### src/rtl/intc_agg_pkg.sv
package intc_agg_pkg;
  // width needed to hold values 0..n
  function automatic int cnt_width(input int n);
    return (n < 2) ? 1 : $clog2(n + 1);
  endfunction
endpackage

### src/rtl/intc_agg_slot.sv
module intc_agg_slot #(
  parameter int NUM_EN = 3,
  parameter int ENC_W  = 2,
  parameter logic [ENC_W-1:0] REQ = '0,
  parameter bit ACTIVE = 1'b1
) (
  input  logic              clk,
  input  logic              rst,
  input  logic              lvl_i,
  input  logic [NUM_EN-1:0] en_i,
  output logic              pend_o,
  output logic              rise_o,
  output logic              fall_o
);
  generate
    if (ACTIVE) begin : g_live
      logic             asrt_q;
      logic [ENC_W-1:0] ecnt_q;
      logic [ENC_W-1:0] ecnt_nxt;
      logic             pend_q;
      logic             pend_nxt;

      always_comb begin
        ecnt_nxt = '0;
        for (int b = 0; b < NUM_EN; b++) ecnt_nxt = ecnt_nxt + ENC_W'(en_i[b]);
      end

      assign pend_nxt = asrt_q && (ecnt_q == REQ);

      always_ff @(posedge clk) begin
        if (rst) begin
          asrt_q <= 1'b0;
          ecnt_q <= '0;
          pend_q <= 1'b0;
        end else begin
          // only a real level change alters the asserted flag
          if (lvl_i && !asrt_q)      asrt_q <= 1'b1;
          else if (!lvl_i && asrt_q) asrt_q <= 1'b0;
          ecnt_q <= ecnt_nxt;
          pend_q <= pend_nxt;
        end
      end

      assign pend_o = pend_q;
      assign rise_o = pend_nxt && !pend_q;
      assign fall_o = !pend_nxt && pend_q;


      pend_needs_asrt_chk: assert property (@(posedge clk) disable iff (rst)
        pend_q |-> $past(asrt_q));

      pend_needs_cnt_chk: assert property (@(posedge clk) disable iff (rst)
        pend_q |-> ($past(ecnt_q) == REQ));
    end else begin : g_dead
      assign pend_o = 1'b0;
      assign rise_o = 1'b0;
      assign fall_o = 1'b0;
    end
  endgenerate
endmodule

### src/rtl/intc_agg_counter.sv
module intc_agg_counter #(
  parameter int NUM_SRC = 8,
  parameter int CNT_W   = 4
) (
  input  logic               clk,
  input  logic               rst,
  input  logic [NUM_SRC-1:0] rise_i,
  input  logic [NUM_SRC-1:0] fall_i,
  output logic [CNT_W-1:0]   cnt_o,
  output logic               irq_o
);
  logic [CNT_W-1:0] cnt_q, cnt_nxt, inc, dec;
  logic             irq_q;

  always_comb begin
    inc = '0;
    dec = '0;
    for (int i = 0; i < NUM_SRC; i++) begin
      inc = inc + CNT_W'(rise_i[i]);
      dec = dec + CNT_W'(fall_i[i]);
    end
    cnt_nxt = cnt_q + inc - dec;
  end

  always_ff @(posedge clk) begin
    if (rst) begin
      cnt_q <= '0;
      irq_q <= 1'b0;
    end else begin
      cnt_q <= cnt_nxt;
      if (cnt_q == '0 && cnt_nxt != '0)      irq_q <= 1'b1;
      else if (cnt_q != '0 && cnt_nxt == '0) irq_q <= 1'b0;
    end
  end

  assign cnt_o = cnt_q;
  assign irq_o = irq_q;


  no_overflow_chk: assert property (@(posedge clk) disable iff (rst)
    cnt_q <= CNT_W'(NUM_SRC));

  irq_rise_chk: assert property (@(posedge clk) disable iff (rst)
    $rose(irq_q) |-> ($past(cnt_q) == '0));

  irq_level_chk: assert property (@(posedge clk) disable iff (rst)
    irq_q == (cnt_q != '0));
endmodule

### src/rtl/intc_agg_picker.sv
module intc_agg_picker #(
  parameter int NUM_SRC = 8,
  parameter int VEC_W   = 12,
  parameter int IMASK_W = 4,
  parameter logic [NUM_SRC*VEC_W-1:0] SRC_VEC = '0
) (
  input  logic               clk,
  input  logic               rst,
  input  logic [NUM_SRC-1:0] pend_i,
  input  logic [IMASK_W-1:0] imask_i,
  output logic               valid_o,
  output logic [VEC_W-1:0]   vec_o
);
  localparam logic [IMASK_W-1:0] MASK_ALL = '1;

  logic [VEC_W-1:0] pick_vec;
  logic             any;
  logic             valid_q;
  logic [VEC_W-1:0] vec_q;

  // scan downward so the lowest-index pending source wins
  always_comb begin
    pick_vec = '0;
    any      = 1'b0;
    for (int i = NUM_SRC - 1; i >= 1; i--) begin
      if (pend_i[i]) begin
        pick_vec = SRC_VEC[i*VEC_W +: VEC_W];
        any      = 1'b1;
      end
    end
  end

  always_ff @(posedge clk) begin
    if (rst) begin
      valid_q <= 1'b0;
      vec_q   <= '0;
    end else begin
      valid_q <= any && (imask_i != MASK_ALL);
      vec_q   <= pick_vec;
    end
  end

  assign valid_o = valid_q;
  assign vec_o   = vec_q;


  mask_block_chk: assert property (@(posedge clk) disable iff (rst)
    valid_q |-> ($past(imask_i) != MASK_ALL));

  valid_needs_pend_chk: assert property (@(posedge clk) disable iff (rst)
    valid_q |-> ($past(pend_i) != '0));
endmodule

### src/rtl/intc_agg_top.sv
module intc_agg_top
  import intc_agg_pkg::*;
#(
  parameter int NUM_SRC = 8,
  parameter int NUM_EN  = 3,
  parameter int VEC_W   = 12,
  parameter int IMASK_W = 4,
  parameter int ENC_W   = cnt_width(NUM_EN),
  parameter int CNT_W   = cnt_width(NUM_SRC),
  parameter logic [NUM_SRC*ENC_W-1:0] SRC_REQ = 16'hB9E4,
  parameter logic [NUM_SRC*VEC_W-1:0] SRC_VEC = 96'h2E0_2C0_2A0_280_260_240_220_200
) (
  input  logic                      clk,
  input  logic                      rst,
  input  logic [NUM_SRC-1:0]        src_lvl_i,
  input  logic [NUM_SRC*NUM_EN-1:0] src_en_i,
  input  logic [IMASK_W-1:0]        imask_i,
  output logic [NUM_SRC-1:0]        pend_o,
  output logic [CNT_W-1:0]          pend_cnt_o,
  output logic                      cpu_irq_o,
  output logic                      vec_valid_o,
  output logic [VEC_W-1:0]          vec_o
);
  logic [NUM_SRC-1:0] pend, rise, fall;

  genvar gi;
  generate
    for (gi = 0; gi < NUM_SRC; gi++) begin : g_src
      intc_agg_slot #(
        .NUM_EN (NUM_EN),
        .ENC_W  (ENC_W),
        .REQ    (SRC_REQ[gi*ENC_W +: ENC_W]),
        .ACTIVE (gi != 0)
      ) slot_i (
        .clk    (clk),
        .rst    (rst),
        .lvl_i  (src_lvl_i[gi]),
        .en_i   (src_en_i[gi*NUM_EN +: NUM_EN]),
        .pend_o (pend[gi]),
        .rise_o (rise[gi]),
        .fall_o (fall[gi])
      );
    end
  endgenerate

  intc_agg_counter #(.NUM_SRC(NUM_SRC), .CNT_W(CNT_W)) cnt_i (
    .clk    (clk),
    .rst    (rst),
    .rise_i (rise),
    .fall_i (fall),
    .cnt_o  (pend_cnt_o),
    .irq_o  (cpu_irq_o)
  );

  intc_agg_picker #(
    .NUM_SRC (NUM_SRC),
    .VEC_W   (VEC_W),
    .IMASK_W (IMASK_W),
    .SRC_VEC (SRC_VEC)
  ) pick_i (
    .clk     (clk),
    .rst     (rst),
    .pend_i  (pend),
    .imask_i (imask_i),
    .valid_o (vec_valid_o),
    .vec_o   (vec_o)
  );

  assign pend_o = pend;


  cnt_match_chk: assert property (@(posedge clk) disable iff (rst)
    pend_cnt_o == CNT_W'($countones(pend)));

  src0_idle_chk: assert property (@(posedge clk) disable iff (rst)
    !pend[0]);
endmodule

### config.mk
export PLATFORM = sky130hd
export DESIGN_NAME = intc_agg_top
export DESIGN_NICKNAME = d
export VERILOG_FILES = /design/src/rtl/intc_agg_pkg.sv /design/src/rtl/intc_agg_slot.sv /design/src/rtl/intc_agg_counter.sv /design/src/rtl/intc_agg_picker.sv /design/src/rtl/intc_agg_top.sv
export SDC_FILE = /design/constraint.sdc
export NUM_CORES = 1
export LEC_CHECK = 0
export ABC_CLOCK_PERIOD_IN_PS = 12000
export BUFFER_PORTS_ARGS = -buffer_cell sky130_fd_sc_hd__clkbuf_2
export CORE_MARGIN = 1
export CORE_UTILIZATION = 40
export CTS_CLUSTER_DIAMETER = 150
export DETAILED_ROUTE_END_ITERATION = 12
export GPL_TIMING_DRIVEN = 1
export PLACE_DENSITY = 0.65
export SLEW_MARGIN = 10
export SYNTH_ARGS = -nofsm -noshare
export SYNTH_HDL_FRONTEND = slang
export SYNTH_SLANG_ARGS = --single-unit
### constraint.sdc
create_clock -name clk -period 12 [get_ports clk]
set_input_delay 0.6 -clock clk [delete_from_list [all_inputs] [get_ports clk]]
set_output_delay 0.6 -clock clk [all_outputs]
set_load 0.005 [all_outputs]
==> run_results.csv, run 1 <==
group,metric,value,unit
placement,placed_area,0.00225,mm^2
worst_setup_path,arrival,5.11,ns
timing,fin_worst_skew,0.00349,ns
placement,dp_hpwl,2500,um
cts,htree_levels,2,
grt,grt_max_degree,38,
finish,stdcell_count,310,
power_and_ir_drop,p_leak,1.11,nW
synthesis,synth-seq-cells,38,
worst_setup_path,worstPathRequired,12.14,ns
synthesis,syn_area,0.00202,mm^2
worst_setup_path,cp_max_fo,3,
floorplan,rows,25,
drt,drc_errors,0,
grt,grt.overflow.total,0,
worst_setup_path,worst_setup_path_start_kind,"flip-flop",
timing,rsz0062_at_grt,"false",
cts,clock_path_buffers,2,
cts,cts_resized,0,
placement,place.gp.congestion,0.732,
floorplan,core-area,0.00479,mm^2
timing,final-setup-viol-count,0,
cts,cts.hold.buffers_added,0,
floorplan,ioPinCount,64,
synthesis,ys_seq_area_share,37.6,%
min_path,hp-class,"flip-flop to flip-flop",
worst_setup_path,crit_type,"flip-flop to flip-flop",
synthesis,syn_inst,199,
placement,place_inst,304,
timing,fmax,201,MHz
synthesis,yosys.area.top_type,"dfxtp_1",
worst_setup_path,end_kind,"flip-flop",
synthesis,ys_types,28,
timing,period_minus_slack,4.97,ns
finish,drive_above_1_share,23.9,%
drt,antenna_left,0,
grt,grt_pass1_wl,5130,um
timing,fin_tns_setup,0,ns
grt,antenna_found_initial,0,
finish,diodes,0,
synthesis,syn_avg_cell_area,10.2,um^2
cts,clk_latency,0.27,ns
cts,clk_pin_slew,0.07,ns
floorplan,start_util,42.2,%
floorplan,die_h,73.1,um
placement,port_buffers,50,
timing,finalHoldViolCount,0,
floorplan,dieArea,0.00534,mm^2
synthesis,synth_top_area_share,37.6,%
cts,root_buffer,"clkbuf_8",
timing,max-slew-margin-rel,53.5,%
finish,layout.nets,313,
power_and_ir_drop,vdd_drop_max,0.0614,mV
grt,grt_pass1_vias,1230,
cts,cts_made_buffers,5,
finish,area_growth,15.4,%
run,maxCapViolCount,0,
drt,drt-wirelength-per-cell,9.80,um
timing,slew_viol_final,0,
drt,via_per_inst,4.29,
outcome,status,"complete, no violations",
drt,finalWirelength,3040,um
grt,grtUsageTotal,13.1,%
drt,dr.pass1.iters,4,
power_and_ir_drop,fin_total_pwr,0.334,mW
finish,fin_area,0.00233,mm^2
drt,vias,1330,
synthesis,synthTopCellsByArea,"dfxtp_1, fa_1, ha_1",
drt,drtIter0Drc,52,
timing,worst_pin_slew,0.697,ns
floorplan,die_w,73.1,um
synthesis,ys_warn_count,0,
cts,post_cts_buffers,0,
cts,clock-sinks,38,
timing,fin_crit_sh,41.4,%
power_and_ir_drop,p_per_area,143,mW/mm^2
cts,cts_tree,"yes",
flip-flops by register name (all words and copies together), names as in the netlist:
register,flops
cnt_i.cnt_o,4
cnt_i.irq_o,1
g_src.slot_i.g_live.asrt_q,7
g_src.slot_i.g_live.ecnt_q,14
g_src.slot_i.pend_o,7
pick_i.valid_o,1
pick_i.vec_o,4
synth_stat cells, drive strengths merged:
cell	number
mux2i	8
a21oi	4
nand3	2
dfxtp	38
nand4	2
nor4	2
nand2	4
fa	19
xnor2	2
xor2	1
o21ai	1
nand3b	5
buf	20
ha	12
or4	1
nor2b	14
conb	1
nor2	25
inv	24
nand2b	2
nor3	4
o21bai	1
or2	2
and2	5
layout make-up:
type | instances | area (um^2)
clock buffer | 6 | 82.6
multi-input combinational | 125 | 1060
tap | 67 | 83.8
inverter | 24 | 90.1
fill | 482 | 2450
sequential | 38 | 761
timing repair buffer | 50 | 250
path summary, 6_finish.rpt:
path                                               startpoint                           endpoint  slack [ns]  cells after the start
hold / removal    g_src[5].slot_i.g_live.ecnt_q[1]$_SDFF_PP0_  g_src[5].slot_i.pend_o$_SDFF_PP0_        0.50                      2
setup reg to reg   g_src[1].slot_i.g_live.asrt_q$_SDFFE_PP0P_           cnt_i.irq_o$_SDFFE_PP0P_        7.03                     16
setup / recovery   g_src[1].slot_i.g_live.asrt_q$_SDFFE_PP0P_           cnt_i.irq_o$_SDFFE_PP0P_        7.03                     16
hold reg to reg   g_src[5].slot_i.g_live.ecnt_q[1]$_SDFF_PP0_  g_src[5].slot_i.pend_o$_SDFF_PP0_        0.50                      2
logic make-up (layout without fill, tap and decap cells):
kind of cell    count (synthesis)  in the layout  share of synthesized area [%]
xor+xnor                        3              3                           1.30
fa+ha+maj                      31             31                           26.3
flops                          38             38                           37.6
mux                             8              8                           3.96
compound gates                  6              6                           1.61
simple gates                   68             68                           17.8
buf+inv                        44             80                           11.2
other cells                     1              9                          0.186
worst max-delay path, stage by stage, from the launching register on:
cell and delay (ns):
dfxtp_1 0.35, nand3b_1 0.13, and2_2 0.22, ha_1 0.32
fa_1 0.51, fa_1 0.49, inv_1 0.05, fa_1 0.50
inv_1 0.05, fa_1 0.50, fa_1 0.48, fa_1 0.39
xor2_1 0.20, nand4_1 0.13, ha_1 0.30, mux2i_1 0.17
nor2_1 0.05
through the flow:
step / setup WS (ns) / hold WS, ns / utilization (%)
2_1_floorplan: 7.25 / 0.450 / -
3_3_place_gp: 7.04 / 0.480 / 47.0
3_5_place_dp: 7.03 / 0.494 / 47.0
4_1_cts: 7.00 / 0.504 / 48.7
5_1_grt: 6.79 / 0.526 / 48.7
6_report: 7.03 / 0.496 / 48.7
per-layer routing:
layer / global-route usage [%] / share of wire [%]
met1: 14.4 / 45
met2: 22.6 / 48
met3: 4.28 / 4.9
met4: 6.54 / 1.2
met5: 0 / 0
report_power, final:
group	switching (mW)	leakage, nW	internal, mW
combinational	0.0510	0.752	0.0526
clock	0.0377	0.0431	0.0442
sequential	0.00888	0.312	0.139
total	0.0976	1.11	0.236
cells in the final DEF (no fill, tap or decap), types with 2 or more instances in the layout:
cell       n
a21oi_1    4
nand2b_1   2
clkbuf_2  50
dfxtp_1   38
nor2b_1   14
nand3b_1   5
nand2_1    4
xnor2_1    2
fa_1      19
ha_1      12
mux2i_1    8
nor2_1    25
or2_1      2
and2_1     4
nand3_1    2
nor3_1     4
conb_1     9
inv_1     24
nand4_1    2
clkbuf_8   6
Note: power is estimated with default switching activity, not from simulation.
==> run 2: changes to the inputs <==
Settings changed: ABC_CLOCK_PERIOD_IN_PS 12000 to 4059, PLACE_DENSITY 0.65 to 0.68.
Clock period 12 ns to 4.06 ns, I/O delays scaled along.
==> run_results.csv, run 2 (synthesis results as in run 1) <==
group,metric,value,unit
cts,cts.hold.buffers_added,0,
min_path,hp-class,"input port to flip-flop",
timing,fin_tns_setup,-0.543,ns
finish,area_growth,25.4,%
cts,cts_tree,"yes",
finish,layout.nets,335,
cts,clock-sinks,38,
floorplan,core-area,0.00479,mm^2
timing,fmax,218,MHz
min_path,hp-start,"imask_i[0]",
cts,clock_path_buffers,2,
worst_setup_path,r2r_start,"g_src[1].slot_i.g_live.ecnt_q[1]$_SDFF_PP0_",
placement,place.gp.congestion,0.810,
min_path,min_to,"pick_i.valid_o$_SDFF_PP0_",
timing,fin_crit_sh,113,%
timing,slew_viol_final,0,
run,maxCapViolCount,0,
worst_setup_path,cp_max_fo,2,
drt,drt-wirelength-per-cell,10.5,um
power_and_ir_drop,p_per_area,424,mW/mm^2
floorplan,rows,25,
timing,hold_slack,0.192,ns
cts,clk_latency,0.29,ns
worst_setup_path,reg2reg_depth,16,
finish,utilization,52.9,%
cts,root_buffer,"clkbuf_8",
worst_setup_path,reg2reg_to,"cnt_i.irq_o$_SDFFE_PP0P_",
timing,finalHoldViolCount,0,
drt,drtIter0Drc,24,
worst_setup_path,worst_setup_path_start_kind,"flip-flop",
floorplan,dieArea,0.00534,mm^2
placement,pre_cts_slack,-0.542,ns
finish,largest_reg_flops,14,
worst_setup_path,crit_start,"g_src[1].slot_i.g_live.ecnt_q[1]$_SDFF_PP0_",
drt,dr.pass1.iters,3,
finish,mostFrequentLayoutCell,"clkbuf_2",
grt,use_met2,25.4,%
timing,worst_pin_slew,0.713,ns
timing,setup_ws,-0.517,ns
timing,rsz0062_at_grt,"true",
finish,drive_above_1_share,32.6,%
grt,grt_max_degree,38,
cts,htree_levels,2,
drt,drc_errors,0,
cts,clk_pin_slew,0.07,ns
drt,antenna_left,0,
grt,grtUsageMet1,16.7,%
power_and_ir_drop,p_leak,1.22,nW
worst_setup_path,rrSetupSlack,-0.52,ns
finish,top_register,"g_src.slot_i.g_live.ecnt_q",
drt,finalWirelength,3500,um
finish,layout_common_cells,"clkbuf_2, dfxtp_1, nor2_1",
outcome,status,"finished, violations left",
grt,antenna_found_initial,0,
min_path,hold_path_depth,3,
floorplan,start_util,42.2,%
worst_setup_path,worstPathRequired,4.21,ns
grt,grt.overflow.total,0,
floorplan,ioPinCount,64,
timing,fin_worst_skew,0.00564,ns
outcome,violations,"negative setup slack",
grt,grt_pass1_vias,1365,
worst_setup_path,crit_type,"flip-flop to flip-flop",
floorplan,die_h,73.1,um
worst_setup_path,end_kind,"flip-flop",
grt,grt.busiest_layer,"met2",
floorplan,die_w,73.1,um
cts,cts_made_buffers,5,
grt,grt_pass1_wl,5730,um
timing,period_minus_slack,4.58,ns
placement,dp_hpwl,2840,um
grt,grtUsageTotal,14.5,%
worst_setup_path,arrival,4.73,ns
power_and_ir_drop,vdd_drop_max,0.198,mV
grt,met3_usage,4.01,%
finish,diodes,0,
timing,final-setup-viol-count,2,
placement,port_buffers,50,
timing,max-slew-margin-rel,52.5,%
drt,vias,1423,
drt,via_per_inst,4.26,
run 2: cell types whose count changed in the layout (fill, tap and decap cells not counted), moves of 2 or more:
| cell | delta |
|---|---|
| and2_4 | +2 |
| fa_2 | +2 |
| fa_1 | -2 |
| buf_4 | +22 |
run 2: timing repair:
| item | CTS | global route |
|---|---|---|
| hold endpoints to repair | 0 | 0 |
| endpoints found under the setup margin | 1 | 3 |
| resized for setup | 1 | 1 |
| setup buffers | 0 | 2 |
| pin swaps | 0 | 2 |
run 2: area by class of cell:
type	count	area, um^2
Timing Repair Buffer	72	415
Inverter	24	90.1
Sequential cell	38	761
Clock inverter	1	5.00
Multi-Input combinational cell	125	1090
Tap cell	67	83.8
Clock buffer	7	86.3
Fill cell	455	2250
run 2: routing by layer:
layer	wire, um	vias to the layer above
met1	1600	656
met2	1710	34
met4	59	0
met3	125	5
li1	-	728
met5	0	-
run 2: power breakdown:
| part | leakage [nW] | total, mW | internal, mW | switching, mW |
|---|---|---|---|---|
| combinational | 0.860 | 0.374 | 0.200 | 0.174 |
| sequential | 0.312 | 0.434 | 0.411 | 0.0223 |
| clock | 0.0482 | 0.266 | 0.137 | 0.129 |
| total | 1.22 | 1.07 | 0.748 | 0.325 |
run 2: through the flow:
stage	power [mW]	instance area (um^2)	instances
after floorplan	0.683	2070	207
after global placement	0.778	2420	324
final	1.07	2530	334
after global routing	1.15	2530	334
after CTS	1.07	2520	332
after detailed placement	0.795	2420	324
run 2: worst max path at each step:
stage	end	slack [ns]
after floorplan	cnt_i.irq_o$_SDFFE_PP0P_	-0.35
after global placement	cnt_i.irq_o$_SDFFE_PP0P_	-0.40
after detailed placement	cnt_i.irq_o$_SDFFE_PP0P_	-0.54
after CTS	cnt_i.irq_o$_SDFFE_PP0P_	-0.52
after global routing	cnt_i.irq_o$_SDFFE_PP0P_	-0.70
final	cnt_i.irq_o$_SDFFE_PP0P_	-0.52
run 2: worst max-delay path: stages (launching register included):
cell	delay [ns]
dfxtp_1	0.29
nand3b_1	0.16
and2_4	0.16
ha_4	0.23
fa_1	0.44
fa_1	0.51
inv_2	0.04
fa_1	0.50
inv_1	0.05
fa_1	0.47
fa_2	0.38
fa_2	0.39
xor2_2	0.18
nand4_1	0.10
ha_1	0.31
mux2i_1	0.18
nor2_1	0.05
==> run 3: changes to the inputs <==
Settings changed: ABC_AREA set to 1, PLACE_DENSITY 0.68 to 0.67.
==> run_results.csv, run 3 <==
group,metric,value,unit
floorplan,dieArea,0.00545,mm^2
timing,fin_worst_skew,0.00278,ns
timing,finalHoldViolCount,0,
worst_setup_path,reg2reg_depth,18,
synthesis,synth_top_area_share,36.9,%
drt,via_per_inst,4.21,
timing,final-setup-viol-count,1,
synthesis,synthTopCellsByCount,"inv_1, nor2_1, dfxtp_1",
finish,largest_reg_flops,14,
drt,drtIter0Drc,74,
synthesis,syn_inst,237,
cts,cts_made_buffers,5,
cts,cts.hold.buffers_added,0,
min_path,min_to,"pick_i.valid_o$_SDFF_PP0_",
synthesis,synthTopCellsByArea,"dfxtp_1, fa_1, inv_1",
min_path,hp-start,"imask_i[3]",
timing,max-slew-margin-rel,57.6,%
cts,clk_latency,0.28,ns
drt,finalWirelength,3610,um
timing,slew_viol_final,0,
timing,hold_slack,0.228,ns
worst_setup_path,arrival,4.73,ns
min_path,hold_path_depth,4,
floorplan,die_w,73.8,um
min_path,hp-class,"input port to flip-flop",
cts,clock_path_buffers,2,
synthesis,yosys.area.top_type,"dfxtp_1",
worst_setup_path,crit_type,"flip-flop to flip-flop",
worst_setup_path,worstPathRequired,4.28,ns
floorplan,rows,25,
drt,vias,1551,
grt,antenna_found_initial,0,
timing,period_minus_slack,4.52,ns
power_and_ir_drop,fin_total_pwr,1.24,mW
run,maxCapViolCount,0,
outcome,violations,"negative setup slack",
finish,num-fill-cells,455,
worst_setup_path,end_kind,"flip-flop",
finish,area_growth,24.8,%
floorplan,die_h,73.8,um
placement,place_inst,358,
power_and_ir_drop,p_per_area,482,mW/mm^2
synthesis,ys_warn_count,0,
timing,fin_crit_sh,111,%
grt,grtUsageTotal,15.1,%
synthesis,syn_avg_cell_area,8.71,um^2
finish,layout_common_cells,"clkbuf_2, inv_1, nor2_1",
power_and_ir_drop,vdd_drop_max,0.172,mV
drt,dr.pass1.iters,4,
synthesis,post-synth-top-count-cell,"inv_1",
finish,mostFrequentLayoutCell,"clkbuf_2",
grt,grt.overflow.total,0,
synthesis,syn_area,0.00206,mm^2
timing,fmax,221,MHz
synthesis,async_reset_ff_share,0,%
drt,antenna_left,0,
placement,place.gp.congestion,0.833,
finish,drive_above_1_share,29.9,%
grt,grt_pass1_vias,1486,
timing,fin_tns_setup,-0.456,ns
finish,top_register,"g_src.slot_i.g_live.ecnt_q",
cts,htree_levels,2,
grt,grt_pass1_wl,6120,um
outcome,status,"finished, violations left",
placement,placed_area,0.00240,mm^2
worst_setup_path,r2r_start,"g_src[1].slot_i.g_live.asrt_q$_SDFFE_PP0P_",
cts,clock-sinks,38,
worst_setup_path,worst_setup_path_start_kind,"flip-flop",
cts,root_buffer,"clkbuf_8",
finish,layout.nets,369,
cts,clk_pin_slew,0.07,ns
timing,rsz0062_at_grt,"true",
worst_setup_path,reg2reg_to,"cnt_i.irq_o$_SDFFE_PP0P_",
worst_setup_path,rrSetupSlack,-0.46,ns
timing,setup_ws,-0.456,ns
power_and_ir_drop,p_leak,1.32,nW
synthesis,ys_types,21,
cts,cts_tree,"yes",
timing,worst_pin_slew,0.630,ns
grt,grt_max_degree,30,
placement,port_buffers,50,
synthesis,synthFlopType,"dfxtp_1",
placement,dp_hpwl,2890,um
finish,stdcell_count,368,
finish,diodes,0,
synthesis,synth_enable_flop_cells,0,
drt,drc_errors,0,
floorplan,start_util,42.6,%
floorplan,core-area,0.00485,mm^2
floorplan,ioPinCount,64,
finish,fin_area,0.00257,mm^2
synthesis,synth-seq-cells,38,
worst_setup_path,cp_max_fo,2,
synthesis,ys_seq_area_share,36.9,%
worst_setup_path,crit_start,"g_src[1].slot_i.g_live.asrt_q$_SDFFE_PP0P_",
drt,drt-wirelength-per-cell,9.80,um
run 3: changes by cell type in the layout (fill, tap and decap cells not counted), moves of 3 or more:
cell	previous run	this run
mux2i_1	8	0
nor2_1	25	39
nand2_2	0	3
inv_1	23	49
nand3b_1	5	2
and2_1	3	0
buf_4	22	17
a21oi_1	4	10
o21ai_0	0	7
nor2b_1	14	0
nand2_1	4	20
run 3: how the worst max path moves through the flow:
stage	to	slack (ns)	cells after the start
after global placement	cnt_i.irq_o$_SDFFE_PP0P_	-0.41	18
after detailed placement	cnt_i.irq_o$_SDFFE_PP0P_	-0.48	18
after CTS	cnt_i.irq_o$_SDFFE_PP0P_	-0.50	18
after floorplan	cnt_i.irq_o$_SDFFE_PP0P_	-0.30	18
final	cnt_i.irq_o$_SDFFE_PP0P_	-0.46	18
after global routing	cnt_i.irq_o$_SDFFE_PP0P_	-0.65	18
run 3: power by group:
| part | leakage (nW) | internal (mW) | switching [mW] | total (mW) |
|---|---|---|---|---|
| Combinational | 0.944 | 0.238 | 0.242 | 0.480 |
| Clock | 0.0579 | 0.181 | 0.127 | 0.308 |
| Sequential | 0.314 | 0.422 | 0.0319 | 0.453 |
| Total | 1.32 | 0.840 | 0.401 | 1.24 |
run 3: cell families after synthesis:
group	synth area share [%]
fa+ha+maj	25.7
other cells	0.182
simple gates	15.5
buf+inv	15.7
xor+xnor	1.27
compound gates	4.79
flops	36.9
run 3: cell type report:
cell class / instances / area, um^2 / area share, %
well taps: 67 / 83.8 / 3.26
multi-input cells: 139 / 1060 / 41.1
repair buffers: 67 / 378 / 14.7
clock buffers: 5 / 68.8 / 2.67
inverters: 49 / 184 / 7.14
clock inverters: 3 / 40.0 / 1.55
flip-flops and latches: 38 / 763 / 29.6
run 3: metal layers:
layer | GRT usage [%] | share of wire (%)
met1 | 18.2 | 44
met2 | 25.8 | 49
met3 | 4.39 | 5.8
met4 | 5.13 | 1.1
met5 | 0 | 0
run 3: metrics by stage:
| step | utilization [%] | worst slack (ns) |
|---|---|---|
| detailed placement | 49.6 | -0.482 |
| global route | 53.1 | -0.651 |
| CTS | 52.0 | -0.496 |
| floorplan | - | -0.299 |
| finish | 53.1 | -0.456 |
| global placement | 49.6 | -0.409 |
run 3: repair_timing:
item                                    4_1_cts  5_1_grt
endpoints found under the hold margin         0        0
pin swaps                                     0        3
endpoints found under the setup margin        1        4
setup buffers                                 0        2
resized for setup                             2       10
run 3: critical path, cell delays in order (launching register included):
cell and delay [ns]:
dfxtp_2 0.34, nand2_2 0.05, nor2_2 0.10, nor2_1 0.06, ha_1 0.30, fa_1 0.45
fa_1 0.50, inv_1 0.06, fa_1 0.49, inv_1 0.05, fa_1 0.45, fa_2 0.37
fa_2 0.36, xor2_2 0.15, nand2_1 0.06, nand3b_1 0.20, ha_4 0.30, o21ai_2 0.05
a21oi_1 0.12
